### src/rtl/av_i2c_pkg.sv
package av_i2c_pkg;
  typedef enum logic [3:0] {
    ST_IDLE, ST_ADDR, ST_ADDR_ACK, ST_SUB, ST_SUB_ACK,
    ST_WDATA, ST_WDATA_ACK, ST_RDATA, ST_RACK
  } bus_state_e;
endpackage

### src/rtl/av_i2c_sync.sv
module av_i2c_sync #(
  parameter int STAGES = 2
) (
  input  logic clk_i,
  input  logic rst_ni,
  input  logic scl_i,
  input  logic sda_i,
  output logic sda_o,
  output logic scl_rise_o,
  output logic scl_fall_o,
  output logic start_o,
  output logic stop_o
);
  // extra top bit holds the previous synchronized sample
  logic [STAGES:0] scl_pipe, sda_pipe;

  always_ff @(posedge clk_i or negedge rst_ni) begin
    if (!rst_ni) begin
      scl_pipe <= '1;
      sda_pipe <= '1;
    end else begin
      scl_pipe <= {scl_pipe[STAGES-1:0], scl_i};
      sda_pipe <= {sda_pipe[STAGES-1:0], sda_i};
    end
  end

  logic scl_s, scl_q, sda_s, sda_q;
  assign scl_s = scl_pipe[STAGES-1];
  assign scl_q = scl_pipe[STAGES];
  assign sda_s = sda_pipe[STAGES-1];
  assign sda_q = sda_pipe[STAGES];

  assign sda_o      = sda_s;
  assign scl_rise_o = scl_s & ~scl_q;
  assign scl_fall_o = ~scl_s & scl_q;
  assign start_o    = scl_s & scl_q & sda_q & ~sda_s;
  assign stop_o     = scl_s & scl_q & ~sda_q & sda_s;
endmodule

### src/rtl/av_i2c_engine.sv
module av_i2c_engine
  import av_i2c_pkg::*;
#(
  parameter logic [6:0] DEV_ADDR = 7'b1001011,
  parameter int         NUM_REGS = 7
) (
  input  logic       clk_i,
  input  logic       rst_ni,
  input  logic       sda_i,
  input  logic       scl_rise_i,
  input  logic       scl_fall_i,
  input  logic       start_i,
  input  logic       stop_i,
  input  logic [7:0] status_i,
  output logic       sda_oe_o,
  output logic       rd_strobe_o,
  output logic       wr_en_o,
  output logic [7:0] wr_addr_o,
  output logic [7:0] wr_data_o
);
  localparam logic [7:0] PTR_END = 8'(NUM_REGS);

  bus_state_e state_q;
  logic [3:0] cnt_q;
  logic [7:0] sh_q, ptr_q;
  logic       rw_q;

  always_ff @(posedge clk_i or negedge rst_ni) begin
    if (!rst_ni) begin
      state_q     <= ST_IDLE;
      cnt_q       <= '0;
      sh_q        <= '0;
      ptr_q       <= '0;
      rw_q        <= 1'b0;
      sda_oe_o    <= 1'b0;
      rd_strobe_o <= 1'b0;
      wr_en_o     <= 1'b0;
      wr_addr_o   <= '0;
      wr_data_o   <= '0;
    end else begin
      wr_en_o     <= 1'b0;
      rd_strobe_o <= 1'b0;
      if (stop_i) begin
        state_q  <= ST_IDLE;
        sda_oe_o <= 1'b0;
      end else if (start_i) begin
        state_q  <= ST_ADDR;
        cnt_q    <= '0;
        sda_oe_o <= 1'b0;
      end else begin
        unique case (state_q)
          ST_ADDR, ST_SUB, ST_WDATA: begin
            if (scl_rise_i) begin
              sh_q  <= {sh_q[6:0], sda_i};
              cnt_q <= cnt_q + 4'd1;
            end else if (scl_fall_i && cnt_q == 4'd8) begin
              cnt_q <= '0;
              if (state_q == ST_ADDR) begin
                if (sh_q[7:1] == DEV_ADDR) begin
                  rw_q     <= sh_q[0];
                  sda_oe_o <= 1'b1;
                  state_q  <= ST_ADDR_ACK;
                end else begin
                  state_q  <= ST_IDLE;
                end
              end else if (state_q == ST_SUB) begin
                ptr_q    <= sh_q;
                sda_oe_o <= 1'b1;
                state_q  <= ST_SUB_ACK;
              end else begin
                wr_en_o   <= 1'b1;
                wr_addr_o <= ptr_q;
                wr_data_o <= sh_q;
                if (ptr_q < PTR_END) ptr_q <= ptr_q + 8'd1;
                sda_oe_o  <= 1'b1;
                state_q   <= ST_WDATA_ACK;
              end
            end
          end
          ST_ADDR_ACK: begin
            if (scl_fall_i) begin
              cnt_q <= '0;
              if (rw_q) begin
                sh_q     <= status_i;
                sda_oe_o <= ~status_i[7];
                state_q  <= ST_RDATA;
              end else begin
                sda_oe_o <= 1'b0;
                state_q  <= ST_SUB;
              end
            end
          end
          ST_SUB_ACK, ST_WDATA_ACK: begin
            if (scl_fall_i) begin
              sda_oe_o <= 1'b0;
              state_q  <= ST_WDATA;
            end
          end
          ST_RDATA: begin
            if (scl_rise_i) begin
              cnt_q <= cnt_q + 4'd1;
            end else if (scl_fall_i) begin
              if (cnt_q == 4'd8) begin
                sda_oe_o    <= 1'b0;
                rd_strobe_o <= 1'b1;
                state_q     <= ST_RACK;
              end else begin
                sh_q     <= {sh_q[6:0], 1'b0};
                sda_oe_o <= ~sh_q[6];
              end
            end
          end
          ST_RACK: if (scl_rise_i) state_q <= ST_IDLE;
          default: state_q <= ST_IDLE;
        endcase
      end
    end
  end
endmodule

### src/rtl/av_i2c_regbank.sv
module av_i2c_regbank #(
  parameter int NUM_REGS = 7
) (
  input  logic                  clk_i,
  input  logic                  rst_ni,
  input  logic                  wr_en_i,
  input  logic [7:0]            wr_addr_i,
  input  logic [7:0]            wr_data_i,
  output logic [NUM_REGS*8-1:0] ctrl_o
);
  for (genvar g = 0; g < NUM_REGS; g++) begin : g_reg
    always_ff @(posedge clk_i or negedge rst_ni) begin
      if (!rst_ni) ctrl_o[g*8 +: 8] <= '0;
      else if (wr_en_i && wr_addr_i == 8'(g)) ctrl_o[g*8 +: 8] <= wr_data_i;
    end
  end
endmodule

### src/rtl/av_ctrl_i2c_slave.sv
module av_ctrl_i2c_slave #(
  parameter logic [6:0] DEV_ADDR    = 7'b1001011,
  parameter int         NUM_REGS    = 7,
  parameter int         SYNC_STAGES = 2
) (
  input  logic                  clk_i,
  input  logic                  rst_ni,
  input  logic                  scl_i,
  input  logic                  sda_i,
  output logic                  sda_oe_o,
  input  logic [7:0]            status_i,
  output logic                  rd_strobe_o,
  output logic [NUM_REGS*8-1:0] ctrl_o
);
  logic sda_s, scl_rise, scl_fall, start, stop;
  logic       wr_en;
  logic [7:0] wr_addr, wr_data;

  av_i2c_sync #(.STAGES(SYNC_STAGES)) u_sync (
    .clk_i, .rst_ni, .scl_i, .sda_i,
    .sda_o(sda_s), .scl_rise_o(scl_rise), .scl_fall_o(scl_fall),
    .start_o(start), .stop_o(stop)
  );

  av_i2c_engine #(.DEV_ADDR(DEV_ADDR), .NUM_REGS(NUM_REGS)) u_engine (
    .clk_i, .rst_ni, .sda_i(sda_s),
    .scl_rise_i(scl_rise), .scl_fall_i(scl_fall),
    .start_i(start), .stop_i(stop), .status_i,
    .sda_oe_o, .rd_strobe_o,
    .wr_en_o(wr_en), .wr_addr_o(wr_addr), .wr_data_o(wr_data)
  );

  av_i2c_regbank #(.NUM_REGS(NUM_REGS)) u_regs (
    .clk_i, .rst_ni, .wr_en_i(wr_en), .wr_addr_i(wr_addr),
    .wr_data_i(wr_data), .ctrl_o
  );
endmodule

### config.mk
export PLATFORM = sky130hd
export DESIGN_NAME = av_ctrl_i2c_slave
export DESIGN_NICKNAME = d
export VERILOG_FILES = /design/src/rtl/av_i2c_pkg.sv /design/src/rtl/av_i2c_sync.sv /design/src/rtl/av_i2c_engine.sv /design/src/rtl/av_i2c_regbank.sv /design/src/rtl/av_ctrl_i2c_slave.sv
export SDC_FILE = /design/constraint.sdc
export NUM_CORES = 1
export LEC_CHECK = 0
export BUFFER_PORTS_ARGS = -buffer_cell sky130_fd_sc_hd__buf_4
export CORE_MARGIN = 2
export CORE_UTILIZATION = 57
export CTS_BUF_LIST = sky130_fd_sc_hd__clkbuf_8
export DETAILED_ROUTE_END_ITERATION = 6
export PLACE_DENSITY = 0.83
export SETUP_SLACK_MARGIN = 0.4
export SLEW_MARGIN = 20
export SYNTH_ARGS = -nofsm -noshare
export SYNTH_HDL_FRONTEND = slang
export SYNTH_SLANG_ARGS = --single-unit
export TNS_END_PERCENT = 5
### constraint.sdc
create_clock -name clk_i -period 4.25 [get_ports clk_i]
set_input_delay 0.85 -clock clk_i [delete_from_list [all_inputs] [get_ports clk_i]]
set_output_delay 0.85 -clock clk_i [all_outputs]
set_load 0.02 [all_outputs]
==> metrics.md <==
| Metric | Value |
|---|---|
| CTS tree | done |
| Fmax | between 300 and 400 MHz |
| Synth Instances | 375 |
| Min-Delay Path Class | register to register |
| Net switching power figure | 0.433 mW |
| P_leak | 2.78 nW |
| Synth Cell Area | ~4700 um^2 |
| Least-Margin Pin Slew | 1030 ps |
| Register bit total from synthesis | 106 |
| Synthesis warning total | 0 |
| Relative slew slack | 0.305 |
| Buf/Inv on CP | 0 |
| Core Box Area | 8090 um^2 |
| Die Y | 94.9 um |
| RSZ-0062 raised after global routing | no |
| First-pass GRT wire length | 16100 um |
| Root Buffer | clkbuf_8 |
| Final Setup Violations | 0 |
| CP Cell Sequence | nor2b_1 -> nand3b_1 -> a21oi_1 -> a21boi_0 -> a2bb2oi_1 |
| Final #Nets | 458 |
| Initial drt markers | 174 |
| Most common cell in the netlist | dfrtp_1 |
| Pre-Repair DR Iteration Count | 4 |
| Starting density of the core | 0.581 |
| Num ports | 70 |
| Setup TNS | 0 ps |
| Routed WL | 9860 um |
| Power Total | around 1.7 mW |
| Pwr per Cell Area | 313 nW/um^2 |
| Layout area overhead | 16.7% |
| Worst setup EP type | register |
| Seq pwr share | 0.610 |
| Hold WS | approximately 360 ps |
| Share of cells above drive strength 1 | 0.417 |
| Clock Sink Count | roughly 110 |
| Crit path required time | 4540 ps |
| Longest Clk Path Bufs | 2 |
| Max FO, Critical Path | 18 |
| GR Overflow Total | 0 |
| Final Hold Fails | 0 |
| Reg clk slew, reported paths | 110 ps |
| Number of flops mapped to enable cells by yosys | 0 |
| Vias in the first global route | 3087 |
| Synth Area per Inst | approximately 13 um^2 |
| Total CTS buffers | 9 |
| Largest cells by area after synthesis | dfrtp_1 (53%), mux2_2 (20%), nand2_1 (3.4%) |
| Ys async rst share | 1.00 |
| Total GRT Usage | 0.235 |
| Slowest stage delay, CP | 820 ps |
| Skew-Pair Late Insertion Delay | roughly 360 ps |
| Routed Antenna Nets | 0 |
| Via count | 3184 |
| Die area | 9000 um^2 |
| Syn_nets | 390 |
| Die Wd | roughly 95 um |
| Post-synthesis sequential area ratio | 0.565 |
| Max IR drop VDD | 0.185 mV |
| Worst Path Arrival | 3340 ps |
| Placer Congestion | 0.923 |
| Routed wire length per instance | 17.8 um |
| Tcrit/Tclk final | 0.719 |
| Synth cell count leaders | dfrtp_1 (100), mux2_2 (82), nand2_1 (43) |
| Top cell type's share of synthesized area | 0.532 |
| H-tree levels | 3 |
| Int Pwr | 1.29 mW |
| Critical Setup Path Class | register to register |
| Switching share of total power | 0.252 |
| Clock group share of total power | 0.344 |
| Unique masters post-synth | 53 |
| Post-CTS setup buffers | 0 |
| Top cell family by delay on the critical path | compound AO/OA/AOI/OAI gates |
| Gates resized, CTS repair | 0 |
| Outcome | finished, final reports clean |
| Hold buffer count at CTS | 0 |
| Comb power frac | 0.045 |
| Layout Utilization | 0.678 |
| Skew final | between 10 and 15 ps |
| Site Rows | 33 |
| Ant diodes | 0 |
| Ys flop type | dfrtp_1 |
| Period minus WS final | 3050 ps |
| Area leader, netlist | dfrtp_1 |
| # DRC | 0 |
| Slowest CP cell | a21oi_1 |
| Largest net degree at the start of global routing | 43 |
| Post-DP HPWL | approximately 7200 um |
| Crit path launch type | register |
| Initial antenna violation count | 0 |
| PortBufs | 69 |
| Max cap viols | 0 |
| Vias per cell | 5.76 |
| Slew Limit Fails | 0 |
| Filler cells | 585 |
==> cells by family (layout without fill, tap and decap cells) <==
group,after synthesis,count (layout),share of synthesized area
flops,106,106,0.565
compound gates,49,49,0.0758
fa+ha+maj,3,3,0.00798
xor+xnor,1,1,0.00186
simple gates,112,112,0.127
mux,85,85,0.203
buf+inv,19,92,0.0197
==> routing by layer <==
layer,global-route usage,wire (um),up-vias
met5,0,0,-
met3,0.0415,401,15
met2,0.381,4790,83
met1,0.317,4470,1586
met4,0.0954,193,0
li1,-,-,1500
==> per-stage QoR <==
| step | setup slack (ps) | area, um^2 | instances |
|---|---|---|---|
| CTS | 1260 | 5490 | 553 |
| global placement | 1540 | 5300 | 537 |
| detailed placement | 1290 | 5300 | 537 |
| global route | 881 | 5490 | 553 |
| floorplan | 2180 | 4710 | 375 |
| finish | 1200 | 5490 | 553 |
==> state kept, by name, summed over array words and instances, names as in the netlist, 3 cells and up <==
signal / flops
u_engine.wr_data_o: 8
u_sync.scl_pipe: 3
u_engine.ptr_q: 8
u_engine.cnt_q: 4
u_sync.sda_pipe: 3
u_engine.wr_addr_o: 8
u_engine.state_q: 4
u_engine.sh_q: 8
u_regs.ctrl_o: 56
==> layout by cell type, fill, tap and decap left out, types with 3 or more instances in the layout <==
cell	netlist	layout
a21oi_1	7	7
a22oi_1	3	3
a2bb2oi_1	6	6
and3_1	3	3
buf_4	0	71
clkbuf_8	0	9
dfrtp_1	100	100
dfstp_2	6	6
ha_1	3	3
inv_1	5	5
mux2_2	82	82
mux2i_1	3	3
nand2_1	43	43
nand2b_1	6	6
nand3_1	10	10
nand3b_1	6	6
nand4_1	3	3
nor2_1	13	13
nor2b_1	4	4
nor3_1	6	6
o21ai_0	8	8
o21bai_1	4	4
o22ai_1	4	4
==> power groups by stage <==
| stage | Combinational (mW) | Clock (mW) | Sequential, mW |
|---|---|---|---|
| 2_1_floorplan | 0.0393 | 0 | 1.06 |
| 3_3_place_gp | 0.0777 | 0 | 1.07 |
| 3_5_place_dp | 0.0794 | 0 | 1.07 |
| 4_1_cts | 0.0798 | 0.613 | 1.05 |
| 5_1_grt | 0.0897 | 0.654 | 1.06 |
| 6_report | 0.0781 | 0.592 | 1.05 |
==> path summary, 6_finish.rpt <==
kind | to | depth (start not counted) | from | slack (ps)
max in group asynchronous | u_regs.ctrl_o[2] | 2 | rst_ni | 3030
worst max register to register | u_engine.ptr_q[6] | 5 | u_engine.state_q[0] | 1200
min in group asynchronous | u_regs.ctrl_o[41] | 1 | rst_ni | 380
worst min register to register | u_sync.scl_pipe[1] | 0 | u_sync.scl_pipe[0] | 360
worst max-delay path | u_engine.ptr_q[6] | 5 | u_engine.state_q[0] | 1200
worst min-delay path | u_sync.scl_pipe[1] | 0 | u_sync.scl_pipe[0] | 360
==> final cells by class <==
cell class                 instances  area (um^2)  area share
sequential                       106         2660       0.485
timing repair buffer              71          533      0.0971
tap                              105          131      0.0239
clock buffer                       9          124      0.0226
multi-input combinational        250         1950       0.356
inverter                           5         18.8     0.00342
clock inverter                     7         70.1      0.0128
Power figures use the tool's default switching activity.
